## src/rtl/dmac_pkg.sv

```systemverilog
package dmac_pkg;
    localparam int NUM_CH     = 4;
    localparam int CH_W       = $clog2(NUM_CH);
    localparam int BYTE_W     = 8;
    localparam int REG_W      = 2 * BYTE_W;
    localparam int MODE_W     = BYTE_W - CH_W;
    localparam int OFF_W      = 4;
    localparam int MODE_AUTO  = 2;

    localparam logic [OFF_W-1:0] OFF_CMD     = 4'h8;
    localparam logic [OFF_W-1:0] OFF_REQ     = 4'h9;
    localparam logic [OFF_W-1:0] OFF_SMASK   = 4'hA;
    localparam logic [OFF_W-1:0] OFF_MODE    = 4'hB;
    localparam logic [OFF_W-1:0] OFF_CLRPTR  = 4'hC;
    localparam logic [OFF_W-1:0] OFF_MCLR    = 4'hD;
    localparam logic [OFF_W-1:0] OFF_CLRMASK = 4'hE;
    localparam logic [OFF_W-1:0] OFF_ALLMASK = 4'hF;

    typedef struct packed {
        logic [REG_W-1:0]  base_addr;
        logic [REG_W-1:0]  cur_addr;
        logic [REG_W-1:0]  base_cnt;
        logic [REG_W-1:0]  cur_cnt;
        logic [MODE_W-1:0] mode;
    } chan_st_t;

    typedef struct packed {
        logic              ptr;
        logic [NUM_CH-1:0] mask;
        logic [BYTE_W-1:0] cmd;
        logic [NUM_CH-1:0] sreq;
        logic [NUM_CH-1:0] tc;
        logic [BYTE_W-1:0] temp;
    } ctl_st_t;
endpackage

```

## src/rtl/dmac_chan.sv

```systemverilog
module dmac_chan
    import dmac_pkg::*;
(
    input  logic              clk,
    input  logic              rst_n,
    input  logic              wr_addr_i,
    input  logic              wr_cnt_i,
    input  logic              wr_mode_i,
    input  logic              hi_i,
    input  logic [BYTE_W-1:0] wdata_i,
    input  logic              eng_ld_i,
    input  logic [REG_W-1:0]  eng_addr_i,
    input  logic [REG_W-1:0]  eng_cnt_i,
    input  logic              tc_i,
    output logic [REG_W-1:0]  cur_addr_o,
    output logic [REG_W-1:0]  cur_cnt_o,
    output logic [MODE_W-1:0] mode_o
);
    chan_st_t st_d, st_q;

    function automatic logic [REG_W-1:0] put_byte(input logic [REG_W-1:0] v,
                                                  input logic hi,
                                                  input logic [BYTE_W-1:0] b);
        logic [REG_W-1:0] r;
        r = v;
        if (hi) r[REG_W-1:BYTE_W] = b;
        else    r[BYTE_W-1:0]     = b;
        return r;
    endfunction

    always_comb begin
        st_d = st_q;
        // reload on terminal count outranks an engine load
        if (tc_i && st_q.mode[MODE_AUTO]) begin
            st_d.cur_addr = st_q.base_addr;
            st_d.cur_cnt  = st_q.base_cnt;
        end else if (eng_ld_i) begin
            st_d.cur_addr = eng_addr_i;
            st_d.cur_cnt  = eng_cnt_i;
        end
        // a bus byte write outranks both for the register it targets
        if (wr_addr_i) begin
            st_d.base_addr = put_byte(st_q.base_addr, hi_i, wdata_i);
            st_d.cur_addr  = put_byte(st_q.cur_addr, hi_i, wdata_i);
        end
        if (wr_cnt_i) begin
            st_d.base_cnt = put_byte(st_q.base_cnt, hi_i, wdata_i);
            st_d.cur_cnt  = put_byte(st_q.cur_cnt, hi_i, wdata_i);
        end
        if (wr_mode_i) st_d.mode = wdata_i[BYTE_W-1:CH_W];
    end

    always_ff @(posedge clk) begin
        if (!rst_n) st_q <= '0;
        else        st_q <= st_d;
    end

    assign cur_addr_o = st_q.cur_addr;
    assign cur_cnt_o  = st_q.cur_cnt;
    assign mode_o     = st_q.mode;
endmodule

```

## src/rtl/dmac_ctrl.sv

```systemverilog
module dmac_ctrl
    import dmac_pkg::*;
(
    input  logic              clk,
    input  logic              rst_n,
    input  logic              wr_i,
    input  logic              rd_i,
    input  logic [OFF_W-1:0]  off_i,
    input  logic [BYTE_W-1:0] wdata_i,
    input  logic [NUM_CH-1:0] tc_i,
    input  logic [NUM_CH-1:0] req_i,
    input  logic              temp_ld_i,
    input  logic [BYTE_W-1:0] temp_i,
    output logic              ptr_o,
    output logic [NUM_CH-1:0] mask_o,
    output logic [BYTE_W-1:0] cmd_o,
    output logic [NUM_CH-1:0] sreq_o,
    output logic [BYTE_W-1:0] status_o,
    output logic [BYTE_W-1:0] temp_o
);
    ctl_st_t          st_d, st_q;
    logic [CH_W-1:0]  sel;

    assign sel = wdata_i[CH_W-1:0];

    always_comb begin
        st_d = st_q;
        if ((wr_i || rd_i) && !off_i[OFF_W-1]) st_d.ptr = ~st_q.ptr;
        if (rd_i && off_i == OFF_CMD) st_d.tc = '0;
        st_d.tc = st_d.tc | tc_i;
        if (temp_ld_i) st_d.temp = temp_i;
        if (wr_i) begin
            case (off_i)
                OFF_CMD:     st_d.cmd = wdata_i;
                OFF_REQ:     st_d.sreq[sel] = wdata_i[CH_W];
                OFF_SMASK:   st_d.mask[sel] = wdata_i[CH_W];
                OFF_CLRPTR:  st_d.ptr = 1'b0;
                OFF_MCLR: begin
                    st_d.mask = '1;
                    st_d.ptr  = 1'b0;
                    st_d.cmd  = '0;
                    st_d.sreq = '0;
                    st_d.tc   = '0;
                    st_d.temp = '0;
                end
                OFF_CLRMASK: st_d.mask = '0;
                OFF_ALLMASK: st_d.mask = wdata_i[NUM_CH-1:0];
                default: ;
            endcase
        end
    end

    always_ff @(posedge clk) begin
        if (!rst_n) begin
            st_q      <= '0;
            st_q.mask <= '1;
        end else begin
            st_q <= st_d;
        end
    end

    assign ptr_o    = st_q.ptr;
    assign mask_o   = st_q.mask;
    assign cmd_o    = st_q.cmd;
    assign sreq_o   = st_q.sreq;
    assign status_o = {st_q.sreq | req_i, st_q.tc};
    assign temp_o   = st_q.temp;
endmodule

```

## src/rtl/dmac_regfile.sv

```systemverilog
module dmac_regfile
    import dmac_pkg::*;
(
    input  logic                     clk,
    input  logic                     rst_n,
    input  logic                     bus_cs_i,
    input  logic                     bus_wr_i,
    input  logic                     bus_rd_i,
    input  logic [OFF_W-1:0]         bus_off_i,
    input  logic [BYTE_W-1:0]        bus_wdata_i,
    output logic [BYTE_W-1:0]        bus_rdata_o,
    input  logic [NUM_CH-1:0]        eng_ld_i,
    input  logic [NUM_CH*REG_W-1:0]  eng_addr_i,
    input  logic [NUM_CH*REG_W-1:0]  eng_cnt_i,
    input  logic [NUM_CH-1:0]        eng_tc_i,
    input  logic [NUM_CH-1:0]        eng_req_i,
    input  logic                     eng_temp_ld_i,
    input  logic [BYTE_W-1:0]        eng_temp_i,
    output logic [NUM_CH*REG_W-1:0]  cur_addr_o,
    output logic [NUM_CH*REG_W-1:0]  cur_cnt_o,
    output logic [NUM_CH*MODE_W-1:0] mode_o,
    output logic [NUM_CH-1:0]        mask_o,
    output logic [BYTE_W-1:0]        cmd_o,
    output logic [NUM_CH-1:0]        sreq_o
);
    logic              wr_s, rd_s, ptr_w;
    logic [BYTE_W-1:0] status_w, temp_w;
    logic [CH_W-1:0]   rsel;
    logic [REG_W-1:0]  rword;

    assign wr_s = bus_cs_i & bus_wr_i;
    assign rd_s = bus_cs_i & bus_rd_i & ~bus_wr_i;

    dmac_ctrl u_ctrl (
        .clk(clk), .rst_n(rst_n), .wr_i(wr_s), .rd_i(rd_s),
        .off_i(bus_off_i), .wdata_i(bus_wdata_i), .tc_i(eng_tc_i),
        .req_i(eng_req_i), .temp_ld_i(eng_temp_ld_i), .temp_i(eng_temp_i),
        .ptr_o(ptr_w), .mask_o(mask_o), .cmd_o(cmd_o), .sreq_o(sreq_o),
        .status_o(status_w), .temp_o(temp_w)
    );

    for (genvar g = 0; g < NUM_CH; g++) begin : g_ch
        logic wr_addr, wr_cnt, wr_mode;
        assign wr_addr = wr_s && (bus_off_i == OFF_W'(2 * g));
        assign wr_cnt  = wr_s && (bus_off_i == OFF_W'(2 * g + 1));
        assign wr_mode = wr_s && (bus_off_i == OFF_MODE) &&
                         (bus_wdata_i[CH_W-1:0] == CH_W'(g));
        dmac_chan u_chan (
            .clk(clk), .rst_n(rst_n),
            .wr_addr_i(wr_addr), .wr_cnt_i(wr_cnt), .wr_mode_i(wr_mode),
            .hi_i(ptr_w), .wdata_i(bus_wdata_i),
            .eng_ld_i(eng_ld_i[g]),
            .eng_addr_i(eng_addr_i[g*REG_W +: REG_W]),
            .eng_cnt_i(eng_cnt_i[g*REG_W +: REG_W]),
            .tc_i(eng_tc_i[g]),
            .cur_addr_o(cur_addr_o[g*REG_W +: REG_W]),
            .cur_cnt_o(cur_cnt_o[g*REG_W +: REG_W]),
            .mode_o(mode_o[g*MODE_W +: MODE_W])
        );
    end

    assign rsel  = bus_off_i[CH_W:1];
    assign rword = bus_off_i[0] ? cur_cnt_o[rsel*REG_W +: REG_W]
                                : cur_addr_o[rsel*REG_W +: REG_W];

    always_comb begin
        bus_rdata_o = '0;
        if (rd_s) begin
            if (!bus_off_i[OFF_W-1])
                bus_rdata_o = ptr_w ? rword[REG_W-1:BYTE_W] : rword[BYTE_W-1:0];
            else if (bus_off_i == OFF_CMD)
                bus_rdata_o = status_w;
            else if (bus_off_i == OFF_MCLR)
                bus_rdata_o = temp_w;
        end
    end
endmodule

```

## config.mk

```make
export PLATFORM = sky130hd
export DESIGN_NAME = dmac_regfile
export DESIGN_NICKNAME = d
export VERILOG_FILES = /design/src/rtl/dmac_pkg.sv /design/src/rtl/dmac_chan.sv /design/src/rtl/dmac_ctrl.sv /design/src/rtl/dmac_regfile.sv
export SDC_FILE = /design/constraint.sdc
export NUM_CORES = 1
export LEC_CHECK = 0
export BUFFER_PORTS_ARGS = -buffer_cell sky130_fd_sc_hd__buf_4
export CORE_ASPECT_RATIO = 1.2
export CORE_UTILIZATION = 51
export DETAILED_ROUTE_END_ITERATION = 10
export PLACE_DENSITY = 0.81
export SYNTH_ARGS = -nofsm -noshare
export SYNTH_HDL_FRONTEND = slang
export SYNTH_SLANG_ARGS = --single-unit
```

## constraint.sdc

```tcl
create_clock -name clk -period 1.8 [get_ports clk]
set_input_delay 0.18 -clock clk [delete_from_list [all_inputs] [get_ports clk]]
set_output_delay 0.18 -clock clk [all_outputs]
set_load 0.03 [all_outputs]
```

==> flow_metrics.env, run 1 <==
export IMPL_status="complete, but fails checks"
export IMPL_violations="setup timing"
export IMPL_worstMarginPinSlew_ns=1.06
export IMPL_hpwlAfterDp_mm=47.5
export IMPL_timing_hold_ws_ns=0.0306
export IMPL_final_setup_worst_slack_ns=-0.797
export IMPL_ys_async_sr_fraction_pct=0
export IMPL_min_to="u_ctrl.temp_o[0]"
export IMPL_start_util_pct=51.9
export IMPL_synth_ff_type="dfxtp_1"
export IMPL_syn_num_nets=2108
export IMPL_vias_per_cell=6.22
export IMPL_tns_ns=-4.84
export IMPL_reg2reg_depth=7
export IMPL_avgSynthCellArea_um2=9.11
export IMPL_die_w_um=172
export IMPL_rsz0062_at_grt="true"
export IMPL_cts_sinks=309
export IMPL_grt_max_degree=41
export IMPL_synth_seq_area_share_pct=35.0
export IMPL_hp_class="in2reg"
export IMPL_root_buffer="clkbuf_16"
export IMPL_fin_total_pwr_mw=17.8
export IMPL_skew_ns=0.0150
export IMPL_core_mm2=0.0341
export IMPL_synth_seq_cells=309
export IMPL_power_frac_seq_pct=40.9
export IMPL_drc_errors=0
export IMPL_synth_edf_count=0
export IMPL_io_buffers=341
export IMPL_post_drt_wl_per_cell_um=23.9
export IMPL_instances_no_fill=2729
export IMPL_drt_wl_total_mm=65.3
export IMPL_start_kind="flip-flop"
export IMPL_min_path_cells=3
export IMPL_synth_cell_types=64
export IMPL_num_nets_final=2415
export IMPL_globalRouteTotalUtil_pct=36.3
export IMPL_yosys_warnings=0
export IMPL_switching_share_pct=26.7
export IMPL_cts_buffers=34
export IMPL_critical_path_arrival_ns=2.42
export IMPL_clockBufferDepth=3
export IMPL_die_area_mm2=0.0354
export IMPL_relSlewSlack_pct=29.2
export IMPL_powerDensity_mw_per_mm2=785
export IMPL_path_max_fanout=7
export IMPL_layout_commonest_cell="buf_4"
export IMPL_syn_area_mm2=0.0177
export IMPL_drv_cap=0
export IMPL_gr_total_overflow=0
export IMPL_crit_type="reg2out"
export IMPL_grt_pass1_wl_mm=96.6
export IMPL_r2r_end="g_ch[1].u_chan.st_q[24]"
export IMPL_grt_antenna_before_repair=1
export IMPL_drv_slew=0
export IMPL_die_h_um=206
export IMPL_cp_required_ns=1.62
export IMPL_static_leakage_power_nw=8.70
export IMPL_startpoint="u_ctrl.ptr_o"
export IMPL_syn2layout_area_growth_pct=28.1
export IMPL_hold_start="eng_temp_ld_i"
export IMPL_hold_viol=0
export IMPL_dp_cells=2653
export IMPL_power_frac_clock_pct=42.2
export IMPL_clk_latency_ns=0.53
export IMPL_p_sw_mw=4.75
export IMPL_boundaryPins=342
export IMPL_htreeDepth=2
export IMPL_cp_end_kind="output pin"
export IMPL_rrSetupSlack_ns=0.06
export IMPL_layout_min_cycle_time_ns=2.60
export IMPL_setup_viol=8
export IMPL_peakVddDrop_mv=0.636
export IMPL_power_frac_comb_pct=16.9
export IMPL_max_clock_freq_mhz=385
export IMPL_drive_gt1_share_pct=39.1
export IMPL_postRouteAntennaNets=0
export IMPL_synth_cells=1942
export IMPL_num_vias=16976
export IMPL_drt_first_pass_iters=5
export IMPL_cts_tree="built"
export IMPL_rows=74
export IMPL_fin_crit_sh_pct=144
export IMPL_drtIter0Drc=1846
export IMPL_grt_pass1_vias=16343
export IMPL_path_clk_slew_ns=0.06
export IMPL_gp_congestion=0.998
export IMPL_layout_common_cells="buf_4 (552), dfxtp_1 (302), nand2_1 (278)"
export IMPL_internal_power_mw=13.0
export IMPL_reg2reg_from="u_ctrl.ptr_o"
export IMPL_dp_slack_ns=-0.356
[synth_stat cells (all sizes together), types with 2 or more instances]
library cell	number	share of area [%]
a211oi	3	0.13
a21boi	271	12
a21o	5	0.21
a21oi	24	0.87
a22oi	3	0.13
a31oi	4	0.14
and3	10	0.35
and4b	3	0.17
buf	241	9.4
clkbuf	103	2.2
dfxtp	309	35
mux2	128	8.1
mux2i	41	2.3
mux4	35	4.7
nand2	279	6.0
nand2b	5	0.18
nand3	27	0.85
nand3b	2	0.085
nand4b	2	0.13
nor2	30	0.81
nor2b	29	1.0
nor3	12	0.57
nor3b	3	0.13
nor4	3	0.36
nor4b	4	0.40
o2111ai	128	6.3
o211ai	2	0.085
o21ai	153	4.5
o32a	3	0.17
or2	2	0.071
or3	66	2.3
[per-stage QoR]
stage               utilization [%]  cell area (µm²)
floorplan                         -            17700
global placement               62.3            21200
detailed placement             62.3            21200
CTS                            66.4            22600
global route                   66.5            22700
finish                         66.5            22700
[logic make-up (layout without fill, tap and decap cells)]
logic type	after synthesis	count (layout)	synth area share (%)
xor gates and xnor gates	1	1	0.0495
and+or+nand+nor	483	483	13.9
muxes	204	204	15.2
other	0	1	0
buffers and inverters	345	675	11.6
AOI/OAI and AO/OA	600	600	24.3
DFF	309	309	35.0
[area by class of cell]
class	instances	area, µm²
fillers	2673	11400
multi-input cells	1288	9520
flip-flops and latches	309	6200
repair buffers	615	5170
clock buffers	51	1050
well taps	456	571
clock inverters	8	145
inverters	1	3.75
diodes	1	2.50
[layer usage]
| layer | GRT usage [%] | share of wire (%) | wire (µm) | up-vias |
|---|---|---|---|---|
| met1 | 46.0 | 38 | 24600 | 8123 |
| met4 | 21.6 | 6.3 | 4110 | 0 |
| li1 | - | - | - | 7509 |
| met3 | 5.96 | 10 | 6670 | 227 |
| met2 | 57.8 | 46 | 29900 | 1117 |
| met5 | 0 | 0 | 0 | - |
[power by group through the flow]
stage	Sequential [mW]	Combinational, mW	Clock, mW
6_report	7.27	3.01	7.50
4_1_cts	7.26	2.94	7.53
2_1_floorplan	7.30	1.73	0
3_3_place_gp	7.40	2.85	0
5_1_grt	7.27	3.12	7.82
3_5_place_dp	7.40	2.88	0
[timing repair]
action,CTS,global route
hold buffers,12,0
buffers inserted,3,2
setup endpoints to repair,8,12
hold endpoints to repair,12,0
pin swaps,4,3
resized for setup,25,9
[flip-flops by register name (all words and copies together), names as in the netlist, named ones only]
name / cells
g_ch.u_chan.cur_addr_o: 64
g_ch.u_chan.cur_cnt_o: 64
g_ch.u_chan.mode_o: 24
g_ch.u_chan.st_q: 128
u_ctrl.cmd_o: 8
u_ctrl.ptr_o: 1
u_ctrl.sreq_o: 4
u_ctrl.status_o: 4
u_ctrl.temp_o: 8
[worst max-delay path by stage]
stage,end,slack (ns)
after global routing,bus_rdata_o[1],-0.85
after CTS,bus_rdata_o[1],-0.80
after floorplan,bus_rdata_o[0],-0.14
after global placement,bus_rdata_o[2],-0.32
after detailed placement,bus_rdata_o[1],-0.36
final,bus_rdata_o[0],-0.80
[worst max-delay path: stages (launching register included)]
cell and delay [ns]:
dfxtp_4 0.39, buf_8 0.14, mux4_2 0.51, mux4_2 0.52, nor2_4 0.12, a211oi_4 0.06
buf_6 0.16
(Power assumes the default switching activity.)
==> run 2, diff against run 1 <==
BUFFER_PORTS_ARGS = unset   (was -buffer_cell sky130_fd_sc_hd__buf_4)
CORE_ASPECT_RATIO = unset   (was 1.2)
CORE_UTILIZATION = 58   (was 51)
DONT_BUFFER_PORTS = 1   (was unset)
PLACE_DENSITY = 0.8   (was 0.81)
==> flow_metrics.env, run 2 (same netlist as run 1, synthesis figures left out) <==
export IMPL_crit_path_top_delay_cell="mux4_2"
export IMPL_postRouteAntennaNets=0
export IMPL_path_max_fanout=5
export IMPL_layout_common_cells="dfxtp_1 (297), nand2_1 (278), buf_4 (234)"
export IMPL_crit_type="reg2out"
export IMPL_hold_viol=20
export IMPL_status="complete, but fails checks"
export IMPL_powerDensity_mw_per_mm2=851
export IMPL_drc_errors=0
export IMPL_hp_class="in2reg"
export IMPL_gp_congestion=0.964
export IMPL_relSlewSlack_pct=62.4
export IMPL_setup_viol=8
export IMPL_violations="hold timing, setup timing"
export IMPL_die_w_um=177
export IMPL_cpPeakStageDelay_ns=0.54
export IMPL_post_drt_wl_per_cell_um=27.6
export IMPL_rsz0062_at_grt="true"
export IMPL_final_setup_worst_slack_ns=-0.689
export IMPL_die_area_mm2=0.0312
export IMPL_drt_wl_total_mm=66.0
export IMPL_timing_hold_ws_ns=-0.126
export IMPL_drtIter0Drc=2212
export IMPL_die_h_um=177
export IMPL_cp_end_kind="output pin"
export IMPL_layout_min_cycle_time_ns=2.49
export IMPL_max_clock_freq_mhz=402
export IMPL_boundaryPins=342
export IMPL_drv_slew=0
export IMPL_dp_slack_ns=-0.214
export IMPL_cpMostUsedCell="mux4_2"
export IMPL_htreeDepth=2
export IMPL_grt_pass1_vias=15451
export IMPL_syn2layout_area_growth_pct=15.2
export IMPL_vias_per_cell=6.72
export IMPL_instances_no_fill=2390
export IMPL_root_buffer="clkbuf_16"
export IMPL_largest_reg_flops=128
export IMPL_start_util_pct=59.4
export IMPL_ctsHoldBuffers=69
export IMPL_layout_commonest_cell="dfxtp_1"
export IMPL_cpLargestDelayFamily="multiplexers"
export IMPL_fillers=2159
export IMPL_gr_total_overflow=0
export IMPL_fin_area_mm2=0.0204
export IMPL_static_leakage_power_nw=7.25
export IMPL_drive_gt1_share_pct=28.1
export IMPL_peakVddDrop_mv=0.555
export IMPL_core_mm2=0.0298
export IMPL_hpwlAfterDp_mm=43.0
export IMPL_io_buffers=0
export IMPL_placed_area_mm2=0.0182
export IMPL_num_vias=16052
export IMPL_cp_required_ns=1.62
export IMPL_grt_antenna_before_repair=17
export IMPL_clk_latency_ns=0.52
export IMPL_path_clk_slew_ns=0.06
export IMPL_cts_sinks=309
export IMPL_worstMarginPinSlew_ns=0.563
export IMPL_grt_max_degree=299
export IMPL_top_register="g_ch.u_chan.st_q"
export IMPL_drv_cap=0
export IMPL_grt_pass1_wl_mm=96.1
export IMPL_dp_cells=2242
export IMPL_start_kind="flip-flop"
export IMPL_multi_input_area_mm2=0.00953
export IMPL_drt_first_pass_iters=6
export IMPL_cp_cell_sequence="buf_6 > mux4_2 > mux4_2 > nor2_4 > a211oi_4"
export IMPL_rows=63
export IMPL_regArea_mm2=0.00620
export IMPL_critical_path_arrival_ns=2.31
export IMPL_clockBufferDepth=3
export IMPL_num_nets_final=2126
export IMPL_cp_num_buf_inv=1
export IMPL_cts_tree="built"
export IMPL_globalRouteTotalUtil_pct=41.1
export IMPL_fin_crit_sh_pct=138
export IMPL_skew_ns=0.0130
export IMPL_cts_buffers=36
## run 2: report_power, final
part	internal, mW	switching [mW]	total [mW]
Combinational	0.969	1.34	2.31
Clock	4.83	2.98	7.81
Sequential	7.05	0.172	7.22
## run 2: final timing paths
kind,start,end,slack (ns),cells after the start
max,u_ctrl.ptr_o,bus_rdata_o[1],-0.69,5
min,rst_n,g_ch[0].u_chan.st_q[22],-0.13,1
max reg2reg,u_ctrl.ptr_o,g_ch[3].u_chan.cur_addr_o[13],0.04,6
min reg2reg,g_ch[0].u_chan.st_q[24],g_ch[0].u_chan.st_q[24],0.45,2
## run 2: final cells by class
class / count / area share [%]
clock inverters: 13 / 1.06
well taps: 390 / 2.39
multi-input cells: 1288 / 46.8
diodes: 15 / 0.184
repair buffers: 324 / 14.1
inverters: 1 / 0.0184
clock buffers: 50 / 5.03
flip-flops and latches: 309 / 30.4
## run 2: per-stage QoR
step                total power, mW  setup TNS, ns  utilization, %  hold WS [ns]
floorplan                      9.02         -0.424               -         0.297
global placement               9.31         -0.599            61.2         0.304
detailed placement             9.34         -0.598            61.2         0.307
CTS                            17.2          -3.85            68.1        -0.178
global route                   17.7          -4.23            68.3        -0.171
finish                         17.3          -4.08            68.4        -0.126
## run 2: what timing repair did
action / 4_1_cts / 5_1_grt
gates resized for setup: 20 / 10
endpoints found under the setup margin: 8 / 24
buffers inserted: 0 / 1
endpoints found under the hold margin: 309 / 256
pin swaps: 7 / 1
## run 2: per-layer routing
metal,vias to the layer above,GRT usage (%),wire length [µm]
met4,6,27.6,5250
met2,1234,60.2,27400
met5,-,0,39
met1,7515,48.9,23500
li1,6961,-,-
met3,336,17.5,9810
